===== config.mk =====
export PLATFORM = sky130hd
export DESIGN_NAME = isd_decimator
export DESIGN_NICKNAME = d
export VERILOG_FILES = /design/src/rtl/isd_pkg.sv /design/src/rtl/isd_window_ctl.sv /design/src/rtl/isd_accum.sv /design/src/rtl/isd_decimator.sv
export SDC_FILE = /design/constraint.sdc
export NUM_CORES = 1
export LEC_CHECK = 0
export BUFFER_PORTS_ARGS = -buffer_cell sky130_fd_sc_hd__buf_2
export CAP_MARGIN = 20
export CORE_MARGIN = 2
export CORE_UTILIZATION = 55
export DETAILED_ROUTE_END_ITERATION = 8
export PLACE_DENSITY = 0.71
export SETUP_SLACK_MARGIN = 0.15
export SKIP_LAST_GASP = 1
export SYNTH_ARGS = -nofsm -noshare
export SYNTH_HDL_FRONTEND = slang
export SYNTH_SLANG_ARGS = --single-unit

===== constraint.sdc =====
create_clock -name clk -period 6.87 [get_ports clk]
set_clock_uncertainty 0.2 [all_clocks]
set_input_delay 1.0305 -clock clk [delete_from_list [all_inputs] [get_ports clk]]
set_output_delay 1.0305 -clock clk [all_outputs]
set_load 0.01 [all_outputs]

===== src/rtl/isd_pkg.sv =====
package isd_pkg;

  // Default conversion window length in modulator clocks.
  localparam int unsigned DEF_WINDOW = 255;
  // Default width of the latched result.
  localparam int unsigned DEF_OUT_W  = 15;

  // Largest value the cascade can reach: every sample a one.
  // Stage one ends at n, stage two at 1+2+...+n.
  function automatic longint unsigned full_scale(input int unsigned n);
    longint unsigned acc;
    acc = 0;
    for (int unsigned k = 1; k <= n; k++) acc += k;
    return acc;
  endfunction

  // Bits needed to hold values 0..v.
  function automatic int unsigned bits_for(input longint unsigned v);
    int unsigned w;
    w = 1;
    while ((longint'(1) << w) <= v) w++;
    return w;
  endfunction

endpackage


===== src/rtl/isd_window_ctl.sv =====
module isd_window_ctl #(
  parameter int unsigned WINDOW = isd_pkg::DEF_WINDOW,
  localparam int unsigned CNT_W = (WINDOW > 1) ? $clog2(WINDOW) : 1
) (
  input  logic clk,
  input  logic rst_n,
  input  logic start,
  output logic sample_en,
  output logic last_sample
);

  localparam logic [CNT_W-1:0] LAST_IDX = CNT_W'(WINDOW - 1);

  logic             busy_q;
  logic [CNT_W-1:0] idx_q;

  // A start takes priority: the edge that samples start never samples a bit.
  assign sample_en   = busy_q && !start;
  assign last_sample = sample_en && (idx_q == LAST_IDX);

  always_ff @(posedge clk or negedge rst_n) begin
    if (!rst_n) begin
      busy_q <= 1'b0;
      idx_q  <= '0;
    end else if (start) begin
      busy_q <= 1'b1;
      idx_q  <= '0;
    end else if (busy_q) begin
      idx_q <= idx_q + 1'b1;
      if (idx_q == LAST_IDX) busy_q <= 1'b0;
    end
  end

  // the index never leaves the window while running.
  p_idx_in_window_r2: assert property (@(posedge clk) disable iff (!rst_n)
    busy_q |-> (idx_q <= LAST_IDX));

  // a running window is not left before its final sample.
  p_window_stays_open_r2: assert property (@(posedge clk) disable iff (!rst_n)
    (busy_q && !start && idx_q != LAST_IDX) |=> busy_q);

  // start always (re)opens a window at index zero.
  p_start_opens_r3: assert property (@(posedge clk) disable iff (!rst_n)
    start |=> (busy_q && idx_q == '0));

endmodule


===== src/rtl/isd_accum.sv =====
module isd_accum #(
  parameter int unsigned W = isd_pkg::DEF_OUT_W
) (
  input  logic         clk,
  input  logic         rst_n,
  input  logic         clr,
  input  logic         en,
  input  logic [W-1:0] add_in,
  output logic [W-1:0] sum_q,
  output logic [W-1:0] sum_nxt,
  output logic         carry
);

  logic [W:0] wide;

  assign wide    = {1'b0, sum_q} + {1'b0, add_in};
  assign sum_nxt = wide[W-1:0];
  assign carry   = wide[W];

  always_ff @(posedge clk or negedge rst_n) begin
    if (!rst_n)      sum_q <= '0;
    else if (clr)    sum_q <= '0;
    else if (en)     sum_q <= sum_nxt;
  end

  // an enabled update never wraps past the stage width.
  p_no_overflow_r5: assert property (@(posedge clk) disable iff (!rst_n)
    (en && !clr) |-> !carry);

  // a clear leaves nothing behind from the previous conversion.
  p_cleared_r3: assert property (@(posedge clk) disable iff (!rst_n)
    clr |=> (sum_q == '0));

  // a stage holds while it is neither enabled nor cleared.
  p_idle_hold_r7: assert property (@(posedge clk) disable iff (!rst_n)
    (!en && !clr) |=> $stable(sum_q));

endmodule


===== src/rtl/isd_decimator.sv =====
module isd_decimator #(
  parameter int unsigned WINDOW = isd_pkg::DEF_WINDOW,
  parameter int unsigned OUT_W  = isd_pkg::DEF_OUT_W,
  parameter int unsigned ORDER  = 2
) (
  input  logic             clk,
  input  logic             rst_n,
  input  logic             start,
  input  logic             mod_bit,
  output logic [OUT_W-1:0] result,
  output logic             done
);

  localparam longint unsigned FULL = isd_pkg::full_scale(WINDOW);

  initial begin
    if (isd_pkg::bits_for(FULL) > OUT_W)
      $error("result width too small for window");
  end

  logic sample_en;
  logic last_sample;

  isd_window_ctl #(.WINDOW(WINDOW)) u_ctl (
    .clk        (clk),
    .rst_n      (rst_n),
    .start      (start),
    .sample_en  (sample_en),
    .last_sample(last_sample)
  );

  // Cascade of integrating stages; stage 0 counts ones, each later
  // stage adds its predecessor's updated value every sampled cycle.
  logic [OUT_W-1:0] stage_in  [ORDER];
  logic [OUT_W-1:0] stage_q   [ORDER];
  logic [OUT_W-1:0] stage_nxt [ORDER];
  logic             stage_cy  [ORDER];

  genvar gi;
  generate
    for (gi = 0; gi < ORDER; gi++) begin : g_stage
      if (gi == 0) begin : g_first
        assign stage_in[gi] = {{(OUT_W-1){1'b0}}, mod_bit};
      end else begin : g_chain
        assign stage_in[gi] = stage_nxt[gi-1];
      end
      isd_accum #(.W(OUT_W)) u_acc (
        .clk    (clk),
        .rst_n  (rst_n),
        .clr    (start),
        .en     (sample_en),
        .add_in (stage_in[gi]),
        .sum_q  (stage_q[gi]),
        .sum_nxt(stage_nxt[gi]),
        .carry  (stage_cy[gi])
      );
    end
  endgenerate

  always_ff @(posedge clk or negedge rst_n) begin
    if (!rst_n) begin
      result <= '0;
      done   <= 1'b0;
    end else begin
      done <= last_sample;
      if (last_sample) result <= stage_nxt[ORDER-1];
    end
  end

  // the completion flag is a single-cycle pulse.
  p_done_pulse_r4: assert property (@(posedge clk) disable iff (!rst_n)
    done |=> !done);

  // the result only moves on the edge that raises done.
  p_result_hold_r4: assert property (@(posedge clk) disable iff (!rst_n)
    !done |-> $stable(result));

  // a latched result never exceeds full scale.
  p_full_scale_r5: assert property (@(posedge clk) disable iff (!rst_n)
    done |-> (64'(result) <= FULL));

  // the counting stage never exceeds the number of samples taken.
  p_count_bound_r1: assert property (@(posedge clk) disable iff (!rst_n)
    64'(stage_q[0]) <= 64'(WINDOW));

  // an aborting start suppresses the pending completion.
  p_abort_no_done_r3: assert property (@(posedge clk) disable iff (!rst_n)
    start |=> !done);

endmodule


==> summary by stage, run 1 <==
Timing
Headroom to the max-slew limit came out at 51.2%. Hold is met by 0.275 ns. The number of setup violations in the final report is 0. The final worst-path setup slack is 2.89 ns. The final setup TNS is 0 ns. The final number of hold-violating endpoints was 0. The max-slew violation count is 0. The post-layout minimum cycle time is 3.98 ns.

At the pin with the least slew margin, the transition time is 0.732 ns. The highest clock rate is 251 MHz. Setup repair after global routing left no endpoint under its margin. The period utilization is 57.9%.

Drt
The number of design-rule violations left by the first detailed-router iteration is 105. The count of unresolved DRC violations after routing is 0. The overall routed net length is 6240 um. Across all layers, the routed design uses 2,382 vias. The post-detailed-route via-to-cell ratio is 5.46. The count of nets left with antenna violations once routing finished came out at 0. Before antenna repair, the detailed router went through 4 iterations. The detailed-route wire length per cell is 14.3 um.

Placed design
The detailed-placement wirelength estimate is 4520 um. The minimum setup slack after placement is 2.56 ns. The port buffer count is 19. In this run, placement finished with an instance count of 429. The routability-driven placement congestion ratio is 0.894.

Logic synthesis
The netlist area before placement is 3290 sq um. By area the synthesized netlist is led by dfrtp_1, ha_1, xor2_1. The number of enable flip-flop cells after synthesis is 0.

The cell type with the largest total area after synthesis is dfrtp_1. The most used flip-flop cell after synthesis is dfrtp_1. The distinct cell type count of the synthesized netlist is 45. The number of warnings issued by yosys is 0. The number of nets handed over by synthesis was 375. The share of async-settable or async-resettable flops after synthesis is 100%. The sequential fraction of the synthesis area is 41.8%.

In this run, synthesis produced a sequential element count of 55. The fraction of post-synthesis cell area in the top cell type by area is 41.8%. Averaged over all synthesized cells, the footprint is 9.45 sq um. The number of cells produced by synthesis is 348.

Global routing
The number of antenna violations at the first check in global routing is 0. The wire length of the first global-routing pass is 10,700 um. The number of global-route vias before repair is 2,301. The largest net degree at the start of global routing is 56.

Global routing consumed, over all layers together, 20.7% of the routing resources. Summed over all layers, the global routing overflow is 0.

Power and ir drop
In this run the power density over the cells is 169 nW/um^2. The leakage power of the design is 0.00187 uW. VDD sags by at most 0.131 mV.

Worst setup path
The nature of the critical path endpoint is a flip-flop. The highest net fanout along the worst path is 6. The arrival time at the worst endpoint is 3.97 ns. The type of origin of the critical path is a primary input.

The worst setup path is of the primary input to flip-flop kind. The critical path required time is 6.87 ns.

Floorplan
The die is 81.3 um wide. The core region is 5850 sq um. The number of core rows is 28. Pin placement for this block handled 20 I/O pins. The total die area is 6620 sq um. From bottom edge to top edge, the die measures 81.3 um. For this configuration, the core starts out at a cell density of 56.2%.

CTS
No sink is reached through more buffers than the 2 on the longest clock path. The post-CTS setup buffer count is 0. The later-pin clock latency in the skew report is 0.31 ns. The number of levels in the clock H-tree is 2. TritonCTS built the clock tree. After clock tree synthesis, the clock-pin slew on the worst setup and hold paths is 0.09 ns. The clock sink count is 55. The cell sitting at the root of the clock tree is a clkbuf_8. The cts-stage hold buffer count is 0. Gates resized during post-CTS repair numbered 0. In this run, CTS created clock tree buffers numbering 5.

Hold path
The min-delay analysis places its worst path in the category flip-flop to flip-flop.

Layout
Cells fill 60.5% of the core in the end. The post-route netlist has 10.5% of its cells at a drive strength greater than 1. The number of diodes added for antenna fixing is 0.

The number of cells in the finished layout apart from fillers is 436. Compared with the post-synthesis result, the final layout area differs by 7.61%. The net count of the finished layout is 388.

Job
The tool flagged a number of max-cap violations equal to 0.

Run status
The flow ran to the end, and the final reports show no timing, DRC or antenna violations.
==> through the flow <==
stage,area [sq um],total power (uW)
6_report,3540,597
5_1_grt,3540,624
4_1_cts,3540,603
3_5_place_dp,3430,393
3_3_place_gp,3430,390
2_1_floorplan,3290,376
==> registers in the layout, summed over array words and instances, names as in the netlist <==
register,cells
u_ctl.busy_q,1
g_stage.u_acc.sum_q,30
result,15
u_ctl.idx_q,8
done,1
==> final cells by class <==
cell class | instances | area [sq um]
clock inverter | 2 | 37.5
fill | 499 | 2310
inverter | 6 | 22.5
sequential | 55 | 1380
tap | 75 | 93.8
timing repair buffer | 21 | 110
multi-input combinational | 272 | 1830
clock buffer | 5 | 68.8
==> synthesized netlist by cell type (all sizes together), types with 2 or more instances <==
cell    count
dfrtp      55
nand2      53
nor2       40
xor2       27
ha         22
a21oi      17
nand3      14
o21ai      13
xnor2      13
nand4      11
clkbuf     10
a21o        8
mux2i       8
a211oi      6
inv         6
buf         5
or3         5
and3        4
nor3        4
mux2        3
a22o        2
and4        2
nand3b      2
nor2b       2
nor4        2
o211ai      2
o31ai       2
==> layer usage <==
layer | routed length (um) | GRT usage [%] | vias up
met3 | 193 | 3.67 | 5
met2 | 2940 | 34.7 | 41
li1 | - | - | 1222
met5 | 0 | 0 | -
met1 | 3070 | 28.5 | 1114
met4 | 44 | 3.56 | 0
==> cells by family after synthesis <==
kind of cell             share of synthesized area, %
multiplexers                                     3.46
XOR/XNOR                                         11.6
AND/OR/NAND/NOR                                  20.5
AO/OA/AOI/OAI                                    11.1
buffers and inverters                            2.51
flip-flops                                       41.8
adder cells (fa/ha/maj)                          8.98
==> layout by cell type (no fill, tap or decap), types with 2 or more instances in the layout <==
cell / n
clkbuf_8: 5
a22o_1: 2
and3_1: 3
inv_1: 6
a21oi_1: 16
nor2b_1: 2
o211ai_1: 2
dfrtp_1: 55
a21o_1: 8
ha_1: 22
xnor2_1: 13
nor3_1: 4
o21ai_0: 12
and4_1: 2
buf_2: 19
nand2_1: 53
mux2i_1: 8
nand4_1: 10
nand3b_1: 2
or3_1: 4
buf_4: 2
mux2_2: 3
nor2_1: 40
xor2_1: 26
nand3_1: 14
a211oi_1: 6
o31ai_1: 2
==> final timing paths <==
check,startpoint,end,slack [ns],cells past startpoint
worst max-delay path,mod_bit,result[14],2.89,13
worst min-delay path,result[1],result[1],0.28,2
worst max register to register,g_stage[0].u_acc.sum_q[0],result[14],3.31,12
worst min register to register,result[1],result[1],0.28,2
max in group asynchronous,rst_n,result[14],5.38,2
min in group asynchronous,rst_n,g_stage[1].u_acc.sum_q[9],0.65,2
==> critical path, cell delays in order <==
cell	delay, ns
buf_2	0.11
ha_1	0.24
and3_1	0.24
and4_1	0.26
and3_2	0.26
xor2_1	0.16
ha_1	0.42
nand2_1	0.11
nor2_1	0.25
o2111ai_1	0.21
nand2_1	0.13
xnor3_1	0.29
mux2_2	0.27
==> power by group <==
group	leakage [uW]	internal, uW	switching [uW]
Combinational	0.00106	18.3	28.5
Sequential	0.000757	331	8.09
Clock	0.0000502	107	105
No activity file was read; power rests on OpenSTA's default activity.
==> run 2, diff against run 1 <==
PLACE_DENSITY = 0.74   (was 0.71)
clock period = 3.5 ns   (was 6.87 ns; I/O delays follow)
==> run 2 against run 1 <==
Net effect: register-to-register slack got worse by 3.0 ns; routed wire length up 0.35%; sequential power rose by 96%; count of clock-buffer cells in the layout unchanged; combinational power rose by 100%; non-clock buffer count increased by 7.
==> summary by stage, run 2 (same netlist as run 1, synthesis figures left out) <==
Run status
The run finished with clean final reports.

CTS
The buffer type at the clock tree root is clkbuf_8. For the worst-skew pair, the clock arrives at the later sink with an insertion delay of 0.31 ns. The clock passes through at most 2 buffers. Clock-pin slew was measured on the worst setup and hold paths at 0.10 ns.

TritonCTS built the clock tree. The number of levels in the clock H-tree is 2. The number of hold buffers added after CTS was 0. The clock sink count is 55. TritonCTS created 5 clock buffers.

Drt
The post-detailed-route via-to-cell ratio is 5.47. The overall routed net length is 6260 um. The via count is 2,424. Dividing the detail-routed wire length by the instance count gives 14.1 um. In this run the remaining antenna-violating nets after routing total 0. The count of unresolved DRC violations after routing is 0. The count of TritonRoute iterations in the first routing pass is 4. The number of design-rule violations left by the first detailed-router iteration is 113.

Worst setup path
Data on the critical path arrives at its endpoint at 3.25 ns. STA classifies the critical path endpoint as a flip-flop. The number of buffers and inverters on the critical path is 0. The count of cell instances traversed by the critical path is 13. The type of origin of the critical path is a flip-flop. The cell class contributing the biggest share of worst-path delay is simple AND/OR/NAND/NOR gates. The signal on the critical path passes through ha_4 > and3_4 > and4_1 > and3_4 > nand3_1 > xnor2_1 > ha_1 > nand2_1 > nor2_4 > o2111ai_2 > and4_1 > or3_1 > a21oi_2. The highest net fanout along the worst path is 5. In this design, the stage delay of the slowest critical-path cell is 0.42 ns.

In this run the register-to-register setup slack is 0.29 ns. The worst setup path is of the flip-flop to flip-flop kind. The origin of the worst setup path is g_stage[0].u_acc.sum_q[0]. The slowest stage cell on the critical path is dfrtp_1. The endpoint of the most critical register-to-register path is g_stage[1].u_acc.sum_q[14]. The origin of the critical flop-to-flop path is g_stage[0].u_acc.sum_q[0]. The path depth of the worst reg2reg path is 13.

For the worst setup path, the data required time is 3.53 ns. Following the worst setup path forward leads to its endpoint at g_stage[1].u_acc.sum_q[14].

Placed design
The routability-driven placement congestion ratio is 0.872. The HPWL after detailed placement is 4460 um. Port buffering added 19 buffers.

Prior to clock tree synthesis, the placed netlist has a worst setup slack of -0.0149 ns.

Power and ir drop
The overall power is 1170 uW. The net switching power is 275 uW. Of the total power, the share spent switching nets is 23.5%. The peak ir drop on the vdd network is 0.168 mV. Dividing total power by cell area gives a power density of 321 nW/um^2.

Of the total power, registers draw 56.8%. The share of power burned in the clock network is 35.1%. Per report_power, the combinational group accounts for 8.1% of the total.

For this design the static power due to leakage is 0.00190 uW. The internal power component is 897 uW.

Layout
Counting flops per register, the top entry is g_stage.u_acc.sum_q. The register with the most flip-flops in the layout has 30 of them. The largest registers in the layout are g_stage.u_acc.sum_q (30), result (15), u_ctl.idx_q (8).

The share of the core filled with cells in the final layout is 62.4%. The area growth from synthesis to layout is 10.9%. The count of filler cells inserted in the layout is 474. At the end of the flow, the number of nets in the layout was 395. Of the cells placed in the final design, the portion with a size suffix greater than 1 is 14.9%. The number of diodes added for antenna fixing is 0.

In the layout the commonest cells are dfrtp_1, nand2_1, nor2_1. The most common cell after layout, fill and taps aside is dfrtp_1.

Floorplan
The starting density of the core is 56.2%. The vertical extent of the die is 81.3 um. The number of core rows is 28.

The core region is 5850 sq um. In this run the count of I/O pins placed on the die edge is 20. The total die area is 6620 sq um. The die width is 81.3 um.

Job
The tool flagged a number of max-cap violations equal to 0.

Timing
The post-layout minimum cycle time is 3.21 ns. Setup violations remaining at the end of the flow were counted as 0. Measured against its own limit, the worst slew margin works out to 51.5%. Static timing analysis puts the maximum clock frequency at 311 MHz. The pin slew with the least headroom to its limit is 0.728 ns. The max-slew violation count is 0. Setup repair after global routing could not meet its margin everywhere. The final number of hold-violating endpoints is 0.

On the final layout, the worst hold slack is 0.0571 ns. Across all setup checks in the final design, the least slack found is 0.287 ns. The period utilization is 91.8%. The final setup TNS is 0 ns.

Global routing
The wire length of the first global-routing pass is 10,700 um. Entering global routing, the biggest net connects 40 pins. The leftover overflow at the end of global routing is 0. The number of global-route vias before repair came to 2,334.

The number of antenna violations at the first check in global routing is 0. Global routing used 21.1% of the available tracks across all layers.

Hold path
The path class of the tightest hold or removal check is primary input to async pin.
-- run 2: cell types whose count changed in the layout (fill, tap and decap cells not counted), sizes merged --
cell / delta
buf: +7
-- run 2: power by group through the flow --
stage          sequential [uW]  clock [uW]  combinational [uW]
2_1_floorplan              673           0                66.9
3_3_place_gp               677           0                92.6
3_5_place_dp               678           0                96.2
4_1_cts                    666         426                97.1
5_1_grt                    668         454                 111
6_report                   666         411                95.4
-- run 2: worst min-delay path by stage --
stage	from	to	slack (ns)	cells past startpoint
3_5_place_dp	result[6]	result[6]	0.26	2
4_1_cts	rst_n	result[2]	0.08	1
6_report	rst_n	done	0.06	1
3_3_place_gp	result[6]	result[6]	0.25	2
2_1_floorplan	rst_n	done	0.03	0
5_1_grt	rst_n	result[6]	0.11	1
-- run 2: routing by layer --
metal | vias to the layer above | routed length [um] | track usage (%)
li1 | 1235 | - | -
met1 | 1123 | 2990 | 28.5
met2 | 51 | 2870 | 32.5
met3 | 15 | 260 | 5.11
met4 | 0 | 143 | 8.64
met5 | - | 0 | 0
-- run 2: final cells by class --
class / count / area [sq um] / area share, %
Tap cell: 75 / 93.8 / 2.57
Clock inverter: 2 / 37.5 / 1.03
Sequential cell: 55 / 1380 / 37.7
Multi-Input combinational cell: 272 / 1890 / 51.7
Timing Repair Buffer: 28 / 163 / 4.46
Clock buffer: 5 / 68.8 / 1.89
Inverter: 6 / 22.5 / 0.617
-- run 2: repair_timing --
| item | in CTS | in global routing |
|---|---|---|
| endpoints found under the setup margin | 0 | 3 |
| gates resized for setup | 0 | 7 |
| setup buffers | 0 | 1 |
-- run 2: metrics by stage --
step / instance area (sq um) / cells
4_1_cts: 3610 / 442
3_5_place_dp: 3500 / 435
3_3_place_gp: 3500 / 435
5_1_grt: 3650 / 443
6_report: 3650 / 443
2_1_floorplan: 3320 / 348
